$ cat config.mk
export PLATFORM = sky130hd
export DESIGN_NAME = lw_sram
export DESIGN_NICKNAME = d
export VERILOG_FILES = /design/src/rtl/lw_sram_pkg.sv /design/src/rtl/lw_cmd_stage.sv /design/src/rtl/lw_post_buffer.sv /design/src/rtl/lw_store.sv /design/src/rtl/lw_sram.sv
export SDC_FILE = /design/constraint.sdc
export NUM_CORES = 1
export LEC_CHECK = 0
export CAP_MARGIN = 20
export CORE_ASPECT_RATIO = 0.5
export CORE_MARGIN = 2
export CORE_UTILIZATION = 50
export CTS_CLUSTER_SIZE = 10
export DETAILED_ROUTE_END_ITERATION = 10
export GPL_ROUTABILITY_DRIVEN = 0
export GPL_TIMING_DRIVEN = 1
export PLACE_DENSITY_LB_ADDON = 0.25
export SYNTH_ARGS = -nofsm -noshare
export SYNTH_HDL_FRONTEND = slang
export SYNTH_SLANG_ARGS = --single-unit
$ cat constraint.sdc
create_clock -name clk -period 2 [get_ports clk]
set_input_delay 0.4 -clock clk [delete_from_list [all_inputs] [get_ports clk]]
set_output_delay 0.4 -clock clk [all_outputs]
set_load 0.01 [all_outputs]
$ cat src/rtl/lw_sram_pkg.sv
package lw_sram_pkg;

    // Command latched at the sampling edge
    typedef enum logic [1:0] {
        OP_NONE  = 2'd0,
        OP_READ  = 2'd1,
        OP_WRITE = 2'd2
    } op_e;

    localparam int DEF_ADDR_W = 4;
    localparam int DEF_LANES  = 4;
    localparam int DEF_LANE_W = 9;

    function automatic op_e decode_op(input logic sel, input logic wr, input logic slp);
        if (!sel || slp)
            return OP_NONE;
        return wr ? OP_WRITE : OP_READ;
    endfunction

endpackage

$ cat src/rtl/lw_cmd_stage.sv
module lw_cmd_stage
    import lw_sram_pkg::*;
#(
    parameter int ADDR_W = DEF_ADDR_W,
    parameter int LANES  = DEF_LANES
) (
    input  logic              clk,
    input  logic              rst,
    input  logic              sleep,
    input  logic              cs,
    input  logic              we,
    input  logic [ADDR_W-1:0] addr,
    input  logic [LANES-1:0]  be,
    output op_e               op_q,
    output logic [ADDR_W-1:0] addr_q,
    output logic [LANES-1:0]  be_q
);

    always_ff @(posedge clk) begin
        if (rst) begin
            op_q   <= OP_NONE;
            addr_q <= '0;
            be_q   <= '0;
        end else begin
            op_q   <= decode_op(cs, we, sleep);
            addr_q <= addr;
            be_q   <= be;
        end
    end

endmodule

$ cat src/rtl/lw_post_buffer.sv
module lw_post_buffer #(
    parameter int ADDR_W = 4,
    parameter int LANES  = 4,
    parameter int LANE_W = 9
) (
    input  logic                    clk,
    input  logic                    rst,
    input  logic                    load,
    input  logic [ADDR_W-1:0]       ld_addr,
    input  logic [LANES-1:0]        ld_be,
    input  logic [LANES*LANE_W-1:0] ld_data,
    input  logic [ADDR_W-1:0]       look_addr,
    input  logic [LANES*LANE_W-1:0] base_word,
    output logic                    commit_en,
    output logic [ADDR_W-1:0]       commit_addr,
    output logic [LANES-1:0]        commit_be,
    output logic [LANES*LANE_W-1:0] commit_data,
    output logic [LANES*LANE_W-1:0] merged
);

    logic                    held_v;
    logic [ADDR_W-1:0]       held_a;
    logic [LANES-1:0]        held_be;
    logic [LANES*LANE_W-1:0] held_d;
    logic                    hit;

    always_ff @(posedge clk) begin
        if (rst) begin
            held_v  <= 1'b0;
            held_a  <= '0;
            held_be <= '0;
            held_d  <= '0;
        end else if (load) begin
            held_v  <= 1'b1;
            held_a  <= ld_addr;
            held_be <= ld_be;
            held_d  <= ld_data;
        end
    end

    // Old entry leaves for the array as the new one arrives
    assign commit_en   = load && held_v;
    assign commit_addr = held_a;
    assign commit_be   = held_be;
    assign commit_data = held_d;

    assign hit = held_v && (held_a == look_addr);

    for (genvar i = 0; i < LANES; i++) begin : g_lane
        assign merged[i*LANE_W +: LANE_W] = (hit && held_be[i])
            ? held_d[i*LANE_W +: LANE_W]
            : base_word[i*LANE_W +: LANE_W];
    end

endmodule

$ cat src/rtl/lw_store.sv
module lw_store #(
    parameter int ADDR_W = 4,
    parameter int LANES  = 4,
    parameter int LANE_W = 9
) (
    input  logic                    clk,
    input  logic                    wr_en,
    input  logic [ADDR_W-1:0]       wr_addr,
    input  logic [LANES-1:0]        wr_be,
    input  logic [LANES*LANE_W-1:0] wr_data,
    input  logic [ADDR_W-1:0]       rd_addr,
    output logic [LANES*LANE_W-1:0] rd_word
);

    localparam int DEPTH = 1 << ADDR_W;

    logic [LANES*LANE_W-1:0] cells [DEPTH];

    for (genvar i = 0; i < LANES; i++) begin : g_wlane
        always_ff @(posedge clk) begin
            if (wr_en && wr_be[i])
                cells[wr_addr][i*LANE_W +: LANE_W] <= wr_data[i*LANE_W +: LANE_W];
        end
    end

    assign rd_word = cells[rd_addr];

endmodule

$ cat src/rtl/lw_sram.sv
module lw_sram
    import lw_sram_pkg::*;
#(
    parameter int ADDR_W = DEF_ADDR_W,
    parameter int LANES  = DEF_LANES,
    parameter int LANE_W = DEF_LANE_W
) (
    input  logic                    clk,
    input  logic                    rst,
    input  logic                    sleep,
    input  logic                    cs,
    input  logic                    we,
    input  logic [ADDR_W-1:0]       addr,
    input  logic [LANES-1:0]        be,
    input  logic [LANES*LANE_W-1:0] wdata,
    output logic [LANES*LANE_W-1:0] rdata,
    output logic                    rd_oe
);

    localparam int DW = LANES * LANE_W;

    op_e               op_q;
    logic [ADDR_W-1:0] addr_q;
    logic [LANES-1:0]  be_q;
    logic              commit_en;
    logic [ADDR_W-1:0] commit_addr;
    logic [LANES-1:0]  commit_be;
    logic [DW-1:0]     commit_data;
    logic [DW-1:0]     array_word;
    logic [DW-1:0]     merged;
    logic [DW-1:0]     rdata_q;
    logic              rd_oe_q;

    lw_cmd_stage #(.ADDR_W(ADDR_W), .LANES(LANES)) u_cmd (
        .clk(clk), .rst(rst), .sleep(sleep), .cs(cs), .we(we),
        .addr(addr), .be(be),
        .op_q(op_q), .addr_q(addr_q), .be_q(be_q)
    );

    lw_post_buffer #(.ADDR_W(ADDR_W), .LANES(LANES), .LANE_W(LANE_W)) u_buf (
        .clk(clk), .rst(rst),
        .load(op_q == OP_WRITE), .ld_addr(addr_q), .ld_be(be_q), .ld_data(wdata),
        .look_addr(addr_q), .base_word(array_word),
        .commit_en(commit_en), .commit_addr(commit_addr),
        .commit_be(commit_be), .commit_data(commit_data),
        .merged(merged)
    );

    lw_store #(.ADDR_W(ADDR_W), .LANES(LANES), .LANE_W(LANE_W)) u_store (
        .clk(clk),
        .wr_en(commit_en), .wr_addr(commit_addr), .wr_be(commit_be), .wr_data(commit_data),
        .rd_addr(addr_q), .rd_word(array_word)
    );

    always_ff @(posedge clk) begin
        if (rst) begin
            rd_oe_q <= 1'b0;
            rdata_q <= '0;
        end else begin
            rd_oe_q <= (op_q == OP_READ);
            if (op_q == OP_READ)
                rdata_q <= merged;
        end
    end

    assign rdata = rdata_q;
    assign rd_oe = rd_oe_q & ~sleep;

endmodule

### Yosys cells after proc, flatten, opt, wreduce, memory -nomap -nowiden

Memories as Yosys holds them, arrays and structs flattened. A register that Yosys moved wholly into a read port is not among the register bits.
Cells that the tools add are included.

* bits in registers: 92
* memory bits (writable): 576
* input bits: 49
* memories kept: 1

Memories
* u_store.cells: depth 16, width 36, read ports 1, clocked after memory_dff 1, write ports 1, RTL line lw_store.sv:17 `logic [LANES*LANE_W-1:0] cells [DEPTH];`

* equality and inequality tests: 3
* multiplexer cells: 18
* bitwise operators: 2
* reductions and logical operators: 12

Operators with widths (number)
* 9-bit 2-to-1 mux: 4
* 1-bit logical AND: 10
* 1-bit 2-to-1 mux: 10
* 2-bit 2-to-1 mux: 3
* 4-bit == test: 1
* 4-bit 2-to-1 mux: 1
* 2-bit by 1-bit == test with 1-bit output, second input constant: 1
* 2-bit == test, second input constant: 1
* 1-bit AND: 1
* 1-bit logical NOT: 1
* 1-bit logical OR: 1
* 1-bit inverter: 1

### Logic depth before layout (Yosys ltp)

Gate-level depths: netlist (run 1).

* depth in word-level cells: 5
* depth in mapped cells: 9
* gate-level depth less buffers: 5

### Hierarchy

Synthesis (run 1) repeated with hierarchy kept, for this count alone.

* cell total of the unflattened synthesis: 1358
* area total of the unflattened synthesis: 26320.2 sq um

By module, submodules not included
* lw_store: instances 1, cells each 973, area an instance 21861.0 sq um, seq. area each 17296.6 sq um
* lw_post_buffer: instances 1, cells each 196, area an instance 2324.7 sq um, seq. area each 900.9 sq um
* lw_sram: instances 1, cells each 169, area an instance 1843.0 sq um, seq. area each 740.7 sq um
* lw_cmd_stage: instances 1, cells each 20, area an instance 291.5 sq um, seq. area each 200.2 sq um

### Worst setup path after synthesis (run 1)

No wires, ideal clock.

* kind: reg-to-reg
* start: register u_cmd.op_q[1]
* end: memory u_store.cells[10][18] in the netlist's numbering, enable pin
* setup time: 374 ps
* arrival: 1732 ps
* required time: 1626 ps
* path slack: -107 ps
* cell stages (with the launch flop): 6
* path buffers: 2
* cells stage by stage: dfxtp_1 nor2b_1 clkbuf_1 nand3_1 clkbuf_1 nor2_1

* word-level cells in the longest chain between the ends: 5

Ends and longest elaborated chain
* from (decl): RTL line lw_cmd_stage.sv:14 `output op_e op_q,`
* from (signal assigned): RTL line lw_cmd_stage.sv:25 `op_q <= decode_op(cs, we, sleep);`
* 2-bit == test: RTL line lw_sram.sv:42 `.load(op_q == OP_WRITE), .ld_addr(addr_q), .ld_be(be_q), .ld_data(wdata),`
* 1-bit logical AND: RTL line lw_post_buffer.sv:42 `assign commit_en = load && held_v;`
* 1-bit logical AND: RTL line lw_store.sv:21 `if (wr_en && wr_be[i])`
* 1-bit 2-to-1 mux: RTL line lw_store.sv:21
* 1-bit 2-to-1 mux (implied by the code): RTL line lw_store.sv:22 `cells[wr_addr][i*LANE_W +: LANE_W] <= wr_data[i*LANE_W +: LANE_W];`
* to (decl): RTL line lw_store.sv:17

No other way between the ends.

### Worst setup path after layout (run 1)

* start: register u_cmd.addr_q[0]
* end: register rdata_q[31] (netlist: rdata[31])

* word-level cells in the longest chain between the ends: 4

Ends and longest elaborated chain
* from (decl): RTL line lw_cmd_stage.sv:15 `output logic [ADDR_W-1:0] addr_q,`
* from (signal assigned): RTL line lw_cmd_stage.sv:26 `addr_q <= addr;`
* 4-bit == test: RTL line lw_post_buffer.sv:47 `assign hit = held_v && (held_a == look_addr);`
* 1-bit logical AND: RTL line lw_post_buffer.sv:47
* 1-bit logical AND: RTL line lw_post_buffer.sv:50 `assign merged[i*LANE_W +: LANE_W] = (hit && held_be[i])`
* 9-bit 2-to-1 mux: RTL line lw_post_buffer.sv:51 `? held_d[i*LANE_W +: LANE_W]`
* to (signal assigned): RTL line lw_sram.sv:62 `rdata_q <= merged;`
* to (decl): RTL line lw_sram.sv:31 `logic [DW-1:0] rdata_q;`

No other way between the ends.
A chain may end at the register's enable or synchronous reset.

==> flow_metrics.py, run 1 <==
metrics = {
    "setup_path": {
        "crit_fanout": 6,
        "endpoint_kind": "flip-flop",
        "cp-start-kind": "flip-flop",
        "critPathSlowestCell": "mux4_2",
        "crit_family": "buffers and inverters",
        "r2r_cells": 9,
        "critPathBufInv": 4,
        "crit_path_max_incr_delay_ns": 0.50,
        "regToRegStartpoint": "u_cmd.addr_q[0]",
        "worst-path-stages": 9,
        "worstReg2RegEnd": "rdata[31]",
        "cpMostUsedCell": "buf_12",
        "r2r_slack_ns": -0.09,
        "required_ns": 2.46,
        "path_cells": "buf_12 -> buf_16 -> buf_12 -> buf_4 -> mux4_2 -> nand2_2 -> a21boi_2 -> a2111oi_2 -> nor4_1",
        "criticalPathCategory": "reg -> reg",
        "worstPathArrival_ns": 2.55,
    },
    "layout": {
        "syn2layout_area_growth_pct": 23.78,
        "final_cell_mix": "edfxtp_1, nand2_1, buf_4",
        "final_common_cell": "edfxtp_1",
        "instances_no_fill": 2608,
        "insertedDiodeCount": 0,
        "fillers": 3624,
        "layout.nets": 1896,
        "layout-drive-gt1-share_pct": 26.43,
    },
    "outcome": {
        "violations": "setup timing",
        "status": "finished, violations left",
    },
    "clocking": {
        "cts_max_level": 3,
        "worstSkewPairLatency_ns": 0.60,
        "cts-root-buf": "clkbuf_16",
        "cts_buffers": 76,
        "clkSinkCount": 668,
        "cts_tree": "yes",
        "clockBufferDepth": 3,
        "hold_buffers": 0,
        "path_clk_slew_ns": 0.06,
    },
    "logic_synthesis": {
        "synth.distinct_cells": 44,
        "netlist_instances": 1577,
        "synthTopCellsByArea": "edfxtp_1, mux4_2, dfxtp_1, nand2_1, mux2i_1",
        "yosysTopAreaCellShare_pct": 66.55,
        "ys_ff_latch": 668,
        "synth_edf_count": 576,
        "syn-num-nets": 1626,
        "syn_area_per_cell_um2": 16.48,
        "ys_seq_area_share_pct": 73.64,
        "synth_warnings": 0,
        "yosys.area.top_type": "edfxtp_1",
        "netlist_area_um2": 25990,
        "synth_flop_cell": "edfxtp_1",
        "async_reset_ff_share_pct": 0,
    },
    "timing": {
        "setup_slack_ns": -0.08735,
        "hold_violations": 0,
        "fin_crit_ns": 2.087,
        "finalSetupTns_ns": -0.3683,
        "slew_headroom_pct": 54.83,
        "worstMarginPinSlew_ns": 0.6767,
        "clock-skew-final_ns": 0.02439,
        "period_share_pct": 104.4,
        "max_freq_mhz": 479.1,
        "rsz0062_at_grt": "true",
        "setup_viol": 12,
        "finalMaxSlewViolations": 0,
    },
    "hold_path": {
        "hold_path.class": "in -> reg",
        "worstHoldStart": "rst",
        "worstHoldEndpoint": "u_cmd.be_q[2]",
        "holdPathStages": 2,
    },
    "grt": {
        "overflow": 0,
        "grt.total_usage_pct": 23.81,
        "grt_pass1_vias": 15567,
        "antenna_found_initial": 0,
        "grt_first_pass_wirelength_um": 95650,
        "grt_max_degree": 38,
    },
    "die": {
        "die_area_um2": 53930,
        "num_rows": 59,
        "ios": 86,
        "chipHeight_um": 165.2,
        "core_area_um2": 51670,
        "die_x_um": 326.4,
        "start_util_pct": 50.30,
    },
    "drt": {
        "drc": 0,
        "wl_per_cell_um": 24.89,
        "firstDrtPassIters": 5,
        "drt_iter0_markers": 1646,
        "vias": 15447,
        "met2WireLength_um": 31550,
        "wl_met1_um": 27040,
        "dr_wl_met3_um": 5147,
        "wl_um": 64900,
        "via_per_inst": 5.923,
        "dr.max_layer_used": "met4",
        "detail-route-antenna-nets": 0,
    },
    "power_and_ir_drop": {
        "p_leak_uw": 0.01079,
        "ir_worst_vdd_uv": 530.5,
        "power_density_nw_per_um2": 906.9,
    },
    "place": {
        "dp_cells": 2423,
        "port_buffers": 85,
        "hpwl_um": 39910,
    },
    "job": {
        "max-cap-violations": 0,
    },
}
where the power goes:
part	internal, uW	switching [uW]	total [uW]
Sequential	15000	84.7	15100
Clock	7360	5120	12500
Combinational	810	772	1580
Total	23200	5980	29200
Yosys cell counts, types with 12 or more instances:
| library cell | instances |
|---|---|
| a211oi_1 | 13 |
| buf_2 | 17 |
| edfxtp_1 | 576 |
| nor3_1 | 26 |
| nor4_1 | 25 |
| nand3_1 | 14 |
| clkbuf_1 | 55 |
| a21oi_1 | 74 |
| a21boi_0 | 17 |
| o21ai_0 | 12 |
| nor2_1 | 118 |
| nor2b_1 | 20 |
| mux4_2 | 104 |
| nand2_1 | 201 |
| dfxtp_1 | 92 |
| mux2i_1 | 71 |
| buf_1 | 15 |
| a2111oi_0 | 33 |
flip-flops by register name, indices dropped and copies added, names as in the netlist:
register / cells
u_buf.held_v: 1
u_buf.commit_be: 4
rdata: 36
u_cmd.op_q: 2
u_store.cells: 576
u_buf.commit_addr: 4
rd_oe_q: 1
u_cmd.addr_q: 4
u_cmd.be_q: 4
u_buf.commit_data: 36
per-stage QoR:
| step | utilization (%) | power [uW] | hold slack, ns | setup slack [ns] | instance area (um^2) |
|---|---|---|---|---|---|
| 2_1_floorplan | - | 16130 | 0.4174 | -0.1066 | 25990 |
| 3_3_place_gp | 55.64 | 16640 | 0.4410 | -0.2259 | 28750 |
| 3_5_place_dp | 55.64 | 16670 | 0.4382 | -0.2585 | 28750 |
| 4_1_cts | 61.11 | 29140 | 0.1778 | -0.06175 | 31580 |
| 5_1_grt | 62.26 | 30020 | 0.1981 | -0.1739 | 32170 |
| 6_report | 62.26 | 29180 | 0.1925 | -0.08735 | 32170 |
worst max path at each step:
stage                                  to            start  slack (ns)
finish                          rdata[31]  u_cmd.addr_q[0]       -0.09
global route                    rdata[31]  u_cmd.addr_q[0]       -0.17
CTS                              rdata[0]  u_cmd.addr_q[0]       -0.06
detailed placement               rdata[5]  u_cmd.addr_q[0]       -0.26
global placement                 rdata[5]  u_cmd.addr_q[0]       -0.23
floorplan           u_store.cells[10][18]    u_cmd.op_q[1]       -0.11
metal layers:
metal  vias up  global-route usage, %
li1       6692                      -
met1      7974                  33.73
met2       683                  38.85
met3        98                  4.085
met4         0                  6.151
met5         -                      0
worst reg2reg max path: cells and delay by family, from the launching register on:
kind | cells | cell delay (ns)
compound gates | 2 | 0.30
buf+inv | 4 | 0.57
flops | 1 | 0.41
mux | 1 | 0.50
simple gates | 2 | 0.19
logic make-up after synthesis:
kind of cell	share of synthesized area, %
muxes	12.14
xor gates and xnor gates	0.1348
and+or+nand+nor	6.913
buffers and inverters	2.084
AOI/OAI and AO/OA	5.093
DFF	73.64
final cells by class:
cell class / instances / area (um^2) / share of cell area, %
timing repair buffer: 297 / 3104 / 9.649
multi-input combinational: 803 / 6825 / 21.22
inverter: 1 / 3.754 / 0.01167
tap: 701 / 877.1 / 2.726
clock buffer: 137 / 2195 / 6.822
clock inverter: 1 / 8.758 / 0.02722
sequential: 668 / 19160 / 59.55
what timing repair did:
item | CTS | global route
gates resized for setup | 78 | 119
endpoints found under the hold margin | 0 | 0
pin swaps | 32 | 54
setup buffers | 20 | 25
endpoints found under the setup margin | 38 | 43
cloned | 5 | 1
Power figures use the tool's default switching activity.
==> run 2: changes to the inputs <==
--- a/config.mk
+++ b/config.mk
@@ -13,6 +13,7 @@
 export DETAILED_ROUTE_END_ITERATION = 10
 export GPL_ROUTABILITY_DRIVEN = 0
 export GPL_TIMING_DRIVEN = 1
+export MAX_ROUTING_LAYER = met4
 export PLACE_DENSITY_LB_ADDON = 0.25
 export SYNTH_ARGS = -nofsm -noshare
 export SYNTH_HDL_FRONTEND = slang
==> constraint.sdc (replaced) <==
create_clock -name clk -period 2 [get_ports clk]
set_input_delay 0.2 -clock clk [delete_from_list [all_inputs] [get_ports clk]]
set_output_delay 0.2 -clock clk [all_outputs]
set_load 0.005 [all_outputs]
==> run 2 against run 1 <==
  * The run still ends with setup timing left
  * Largest power group unchanged
  * Combinational power barely moved
  * Non-clock buffer count fell by 1
  * Critical path depth increased by 1
  * Global-route usage grew 0.16 points
  * Worst setup slack worse by 0.032 ns
  * Clock skew fell by 0.0035 ns
  * Core utilization decreased by 0.092 points
  * Clock-buffer cell count decreased by 2
  * Final cell count about the same
  * Worst hold slack worse by 0.13 ns
  * Sequential power hardly changed
  * Die area did not move
==> flow_metrics.py, run 2 (synthesis gave the netlist of run 1 again) <==
metrics = {
    "power_and_ir_drop": {
        "ir_worst_vdd_uv": 618.0,
        "p_sw_uw": 6094,
        "power_density_nw_per_um2": 908.9,
        "p_int_uw": 23100,
        "sw_frac_of_total_pct": 20.87,
        "clkPwrFrac_pct": 42.8,
        "pwr-share-comb_pct": 5.4,
        "p_seq_share_pct": 51.8,
        "p_leak_uw": 0.01054,
        "finalPower_uw": 29200,
    },
    "clocking": {
        "hold_buffers": 0,
        "cts_tree": "yes",
        "path_clk_slew_ns": 0.06,
        "clockBufferDepth": 3,
        "clkSinkCount": 668,
        "cts_max_level": 3,
        "worstSkewPairLatency_ns": 0.61,
        "cts-root-buf": "clkbuf_16",
        "cts_buffers": 76,
    },
    "setup_path": {
        "r2r_slack_ns": -0.12,
        "endpoint_kind": "flip-flop",
        "worstReg2RegEnd": "rdata[27]",
        "required_ns": 2.48,
        "criticalPathCategory": "reg -> reg",
        "r2r_cells": 10,
        "cp-start-kind": "flip-flop",
        "worstPathArrival_ns": 2.60,
        "regToRegStartpoint": "u_cmd.addr_q[0]",
        "crit_fanout": 7,
    },
    "timing": {
        "setup_slack_ns": -0.1190,
        "hold_violations": 0,
        "setup_viol": 16,
        "clock-skew-final_ns": 0.02085,
        "max_freq_mhz": 471.9,
        "finalMaxSlewViolations": 0,
        "rsz0062_at_grt": "true",
        "worstMarginPinSlew_ns": 0.6978,
        "period_share_pct": 105.9,
        "fin_crit_ns": 2.119,
        "slew_headroom_pct": 53.42,
    },
    "drt": {
        "vias": 15771,
        "drt_iter0_markers": 1770,
        "detail-route-antenna-nets": 0,
        "via_per_inst": 6.045,
        "wl_per_cell_um": 25.32,
        "drc": 0,
        "firstDrtPassIters": 6,
        "wl_um": 66060,
    },
    "layout": {
        "final_cell_area_um2": 32120,
        "seqCellArea_um2": 19150,
        "final_common_cell": "edfxtp_1",
        "top_register": "u_store.cells",
        "layout-drive-gt1-share_pct": 26.99,
        "largest_reg_flops": 576,
        "instances_no_fill": 2609,
        "fillers": 3596,
        "insertedDiodeCount": 0,
        "final_cell_mix": "edfxtp_1, nand2_1, buf_4",
        "layout.nets": 1895,
        "multi_input_area_um2": 6873,
        "syn2layout_area_growth_pct": 23.60,
    },
    "grt": {
        "overflow": 0,
        "grt_pass1_vias": 15209,
        "grt.total_usage_pct": 23.97,
        "grt_first_pass_wirelength_um": 93160,
        "antenna_found_initial": 0,
        "grt_max_degree": 62,
    },
    "place": {
        "place_ws_ns": -0.6411,
        "placed_cell_area_um2": 28640,
        "dp_cells": 2418,
        "hpwl_um": 38900,
        "port_buffers": 85,
    },
    "die": {
        "chipHeight_um": 165.2,
        "start_util_pct": 50.30,
        "num_rows": 59,
        "core_area_um2": 51670,
        "die_area_um2": 53930,
        "ios": 86,
        "die_x_um": 326.4,
    },
    "hold_path": {
        "holdPathStages": 2,
        "worstHoldStart": "rst",
        "hold_path.class": "in -> reg",
        "worstHoldEndpoint": "u_buf.commit_data[6]",
    },
    "job": {
        "max-cap-violations": 0,
    },
    "outcome": {
        "status": "finished, violations left",
        "violations": "setup timing",
    },
}
==> run 2: cell types whose count changed in the layout (fill, tap and decap cells not counted), moves of 8 or more <==
cell             previous run  this run
buf_12                     31        22
clkdlybuf4s50_1            71        84
nand2_1                   186       178
dlymetal6s2s_1             12         0
nand2_2                    15        23
==> run 2: stage by stage <==
| step | TNS (ns) | hold WS, ns | utilization, % |
|---|---|---|---|
| 2_1_floorplan | -9.251 | 0.2757 | - |
| 3_3_place_gp | -4.019 | 0.4308 | 55.42 |
| 3_5_place_dp | -5.261 | 0.4351 | 55.42 |
| 4_1_cts | -0.9298 | 0.04827 | 60.38 |
| 5_1_grt | -2.841 | 0.05909 | 62.16 |
| 6_report | -0.7102 | 0.06634 | 62.16 |
==> run 2: worst max path at each step <==
stage	start	end
floorplan	u_cmd.op_q[1]	u_store.cells[10][18]
CTS	u_cmd.addr_q[0]	rdata[28]
finish	u_cmd.addr_q[0]	rdata[27]
global route	u_cmd.addr_q[0]	rdata[27]
detailed placement	u_cmd.addr_q[0]	rdata[5]
global placement	u_cmd.addr_q[0]	rdata[7]
==> run 2: what timing repair did <==
| action | in CTS | in global routing |
|---|---|---|
| gates resized for setup | 49 | 144 |
| gates cloned | 1 | 6 |
| endpoints found under the hold margin | 0 | 0 |
| setup buffers | 13 | 33 |
| setup endpoints to repair | 35 | 83 |
| pin swaps | 16 | 52 |
==> run 2: layer usage <==
| metal | global-route usage (%) | share of wire [%] | vias up |
|---|---|---|---|
| li1 | - | - | 6701 |
| met1 | 33.03 | 41 | 8064 |
| met2 | 37.31 | 47 | 861 |
| met3 | 4.228 | 8.9 | 145 |
| met4 | 6.756 | 2.5 | 0 |
| met5 | - | 0 | - |
==> run 2: power groups by stage <==
stage	clock [uW]	sequential, uW	combinational (uW)
2_1_floorplan	0	15400	749
3_3_place_gp	0	15400	1210
3_5_place_dp	0	15400	1220
4_1_cts	12600	15100	1320
5_1_grt	13300	15100	1660
6_report	12500	15100	1570
==> run 2: cell type report <==
| type | instances | share of cell area (%) |
|---|---|---|
| flip-flops and latches | 668 | 59.62 |
| multi-input cells | 803 | 21.40 |
| repair buffers | 296 | 9.356 |
| well taps | 701 | 2.730 |
| inverters | 1 | 0.01168 |
| clock inverters | 5 | 0.1831 |
| clock buffers | 135 | 6.707 |
==> run 2: critical path, stage by stage, from the launching register on <==
cell and delay, ns:
dfxtp_4 0.36, buf_12 0.15, buf_16 0.15, buf_12 0.15
buf_8 0.13, buf_4 0.13, mux2i_1 0.11, a22o_1 0.23
a211oi_4 0.27, a2111oi_4 0.08, nor4_1 0.25
==> run 3: changes to the inputs <==
--- a/config.mk
+++ b/config.mk
@@ -8,7 +8,7 @@
 export CAP_MARGIN = 20
 export CORE_ASPECT_RATIO = 0.5
 export CORE_MARGIN = 2
-export CORE_UTILIZATION = 50
+export CORE_UTILIZATION = 45
 export CTS_CLUSTER_SIZE = 10
 export DETAILED_ROUTE_END_ITERATION = 10
 export GPL_ROUTABILITY_DRIVEN = 0
==> run 3 against run 2 <==
  * Core utilization decreased by 6.2 points
  * Highest routed layer unchanged
  * Clock skew increased by 0.0024 ns
  * Sequential power barely moved
  * The run still ends with setup timing left
  * Largest power group unchanged
  * Flip-flop and latch count stayed put
  * Die area up 11%
==> flow_metrics.py, run 3 (synthesis gave the netlist of run 1 again) <==
metrics = {
    "timing": {
        "clock-skew-final_ns": 0.02325,
        "fin_crit_ns": 2.105,
        "rsz0062_at_grt": "true",
        "worst_hold_slack_ns": 0.03482,
        "hold_violations": 0,
        "period_share_pct": 105.2,
        "slew_headroom_pct": 55.58,
        "max_freq_mhz": 475.1,
        "worstMarginPinSlew_ns": 0.6653,
        "setup_slack_ns": -0.1047,
        "setup_viol": 16,
        "finalMaxSlewViolations": 0,
    },
    "place": {
        "port_buffers": 85,
        "hpwl_um": 40670,
        "dp_cells": 2497,
        "placed_cell_area_um2": 29130,
        "place_ws_ns": -0.1211,
    },
    "outcome": {
        "status": "finished, violations left",
        "violations": "setup timing",
    },
    "drt": {
        "via_per_inst": 5.675,
        "drt_iter0_markers": 1583,
        "detail-route-antenna-nets": 0,
        "vias": 15118,
        "drc": 0,
        "firstDrtPassIters": 5,
        "wl_per_cell_um": 24.28,
        "wl_um": 64690,
    },
    "setup_path": {
        "cp-endpoint": "rdata[28]",
        "crit_start": "u_cmd.addr_q[0]",
        "worstPathArrival_ns": 2.56,
        "r2r_cells": 8,
        "crit_fanout": 8,
        "criticalPathCategory": "reg -> reg",
        "regToRegStartpoint": "u_cmd.addr_q[0]",
        "endpoint_kind": "flip-flop",
        "worstReg2RegEnd": "rdata[28]",
        "r2r_slack_ns": -0.10,
        "cp-start-kind": "flip-flop",
        "required_ns": 2.45,
    },
    "die": {
        "core_area_um2": 57250,
        "ios": 86,
        "start_util_pct": 45.40,
        "num_rows": 62,
        "chipHeight_um": 173.9,
        "die_x_um": 343.9,
        "die_area_um2": 59810,
    },
    "clocking": {
        "worstSkewPairLatency_ns": 0.59,
        "cts-root-buf": "clkbuf_16",
        "cts_tree": "yes",
        "hold_buffers": 0,
        "path_clk_slew_ns": 0.06,
        "cts_max_level": 3,
        "cts_buffers": 76,
        "clkSinkCount": 668,
        "clockBufferDepth": 3,
    },
    "power_and_ir_drop": {
        "ir_worst_vdd_uv": 518.3,
        "power_density_nw_per_um2": 905.8,
        "p_leak_uw": 0.01049,
    },
    "layout": {
        "layout-drive-gt1-share_pct": 24.47,
        "top_register": "u_store.cells",
        "insertedDiodeCount": 0,
        "largest_reg_flops": 576,
        "instances_no_fill": 2664,
        "final_cell_mix": "edfxtp_1, nand2_1, buf_4",
        "syn2layout_area_growth_pct": 23.25,
        "final_cell_area_um2": 32030,
        "final_common_cell": "edfxtp_1",
        "layout.nets": 1886,
    },
    "grt": {
        "antenna_found_initial": 0,
        "grt_first_pass_wirelength_um": 94950,
        "overflow": 0,
        "grt_pass1_vias": 14986,
        "grt.total_usage_pct": 22.15,
        "grt_max_degree": 55,
    },
    "job": {
        "max-cap-violations": 0,
    },
    "hold_path": {
        "worstHoldStart": "rst",
        "hold_path.class": "in -> reg",
    },
}
-- run 3: cell types whose count changed in the layout (fill, tap and decap cells not counted), sizes merged --
cell / change
clkinv: -1
buf: -9
inv: -2
-- run 3: cell type report --
cell class	count	area, um^2
tap	768	960.9
clock inverter	2	12.51
clock buffer	135	2187
inverter	1	3.754
multi-input combinational	803	6623
fill	4384	25220
timing repair buffer	287	3097
sequential	668	19150
-- run 3: per-stage QoR --
step           utilization (%)  setup TNS (ns)  total power [uW]
2_1_floorplan                -          -9.251             16120
3_3_place_gp             50.87         -0.3495             16670
3_5_place_dp             50.87          -1.058             16680
4_1_cts                  54.98         -0.4926             29090
5_1_grt                  55.95          -3.106             29930
6_report                 55.95         -0.6476             29020
-- run 3: critical path, cell delays in order (launching register included) --
cell and delay (ns):
dfxtp_4 0.46, buf_12 0.20, buf_12 0.12, clkbuf_16 0.14, mux4_2 0.52, nand2_2 0.08, a21boi_2 0.06, a2111oi_2 0.27
nor4_1 0.09
-- run 3: layer usage --
| metal | GRT usage [%] | share of wire [%] | vias to the layer above |
|---|---|---|---|
| met5 | - | 0 | - |
| met4 | 4.928 | 1.8 | 0 |
| met3 | 3.390 | 5.8 | 105 |
| met2 | 33.85 | 47 | 459 |
| met1 | 31.70 | 46 | 7874 |
| li1 | - | - | 6680 |
-- run 3: timing repair --
item,in CTS,in global routing
endpoints found under the setup margin,26,36
pin swaps,6,41
cloned,0,5
setup buffers,7,18
gates resized for setup,41,69
-- run 3: how the worst min path moves through the flow --
stage	to	cells past startpoint
6_report	u_buf.commit_data[3]	2
3_3_place_gp	u_buf.commit_be[3]	2
2_1_floorplan	u_cmd.op_q[1]	1
5_1_grt	u_buf.commit_data[35]	2
4_1_cts	u_buf.commit_data[35]	2
3_5_place_dp	u_buf.commit_data[26]	2
-- run 3: power breakdown --
| part | leakage, uW | switching (uW) | internal, uW |
|---|---|---|---|
| logic | 0.00337 | 706 | 748 |
| registers | 0.00607 | 88.0 | 15000 |
| clock network | 0.00105 | 5100 | 7340 |
| total | 0.0105 | 5890 | 23100 |
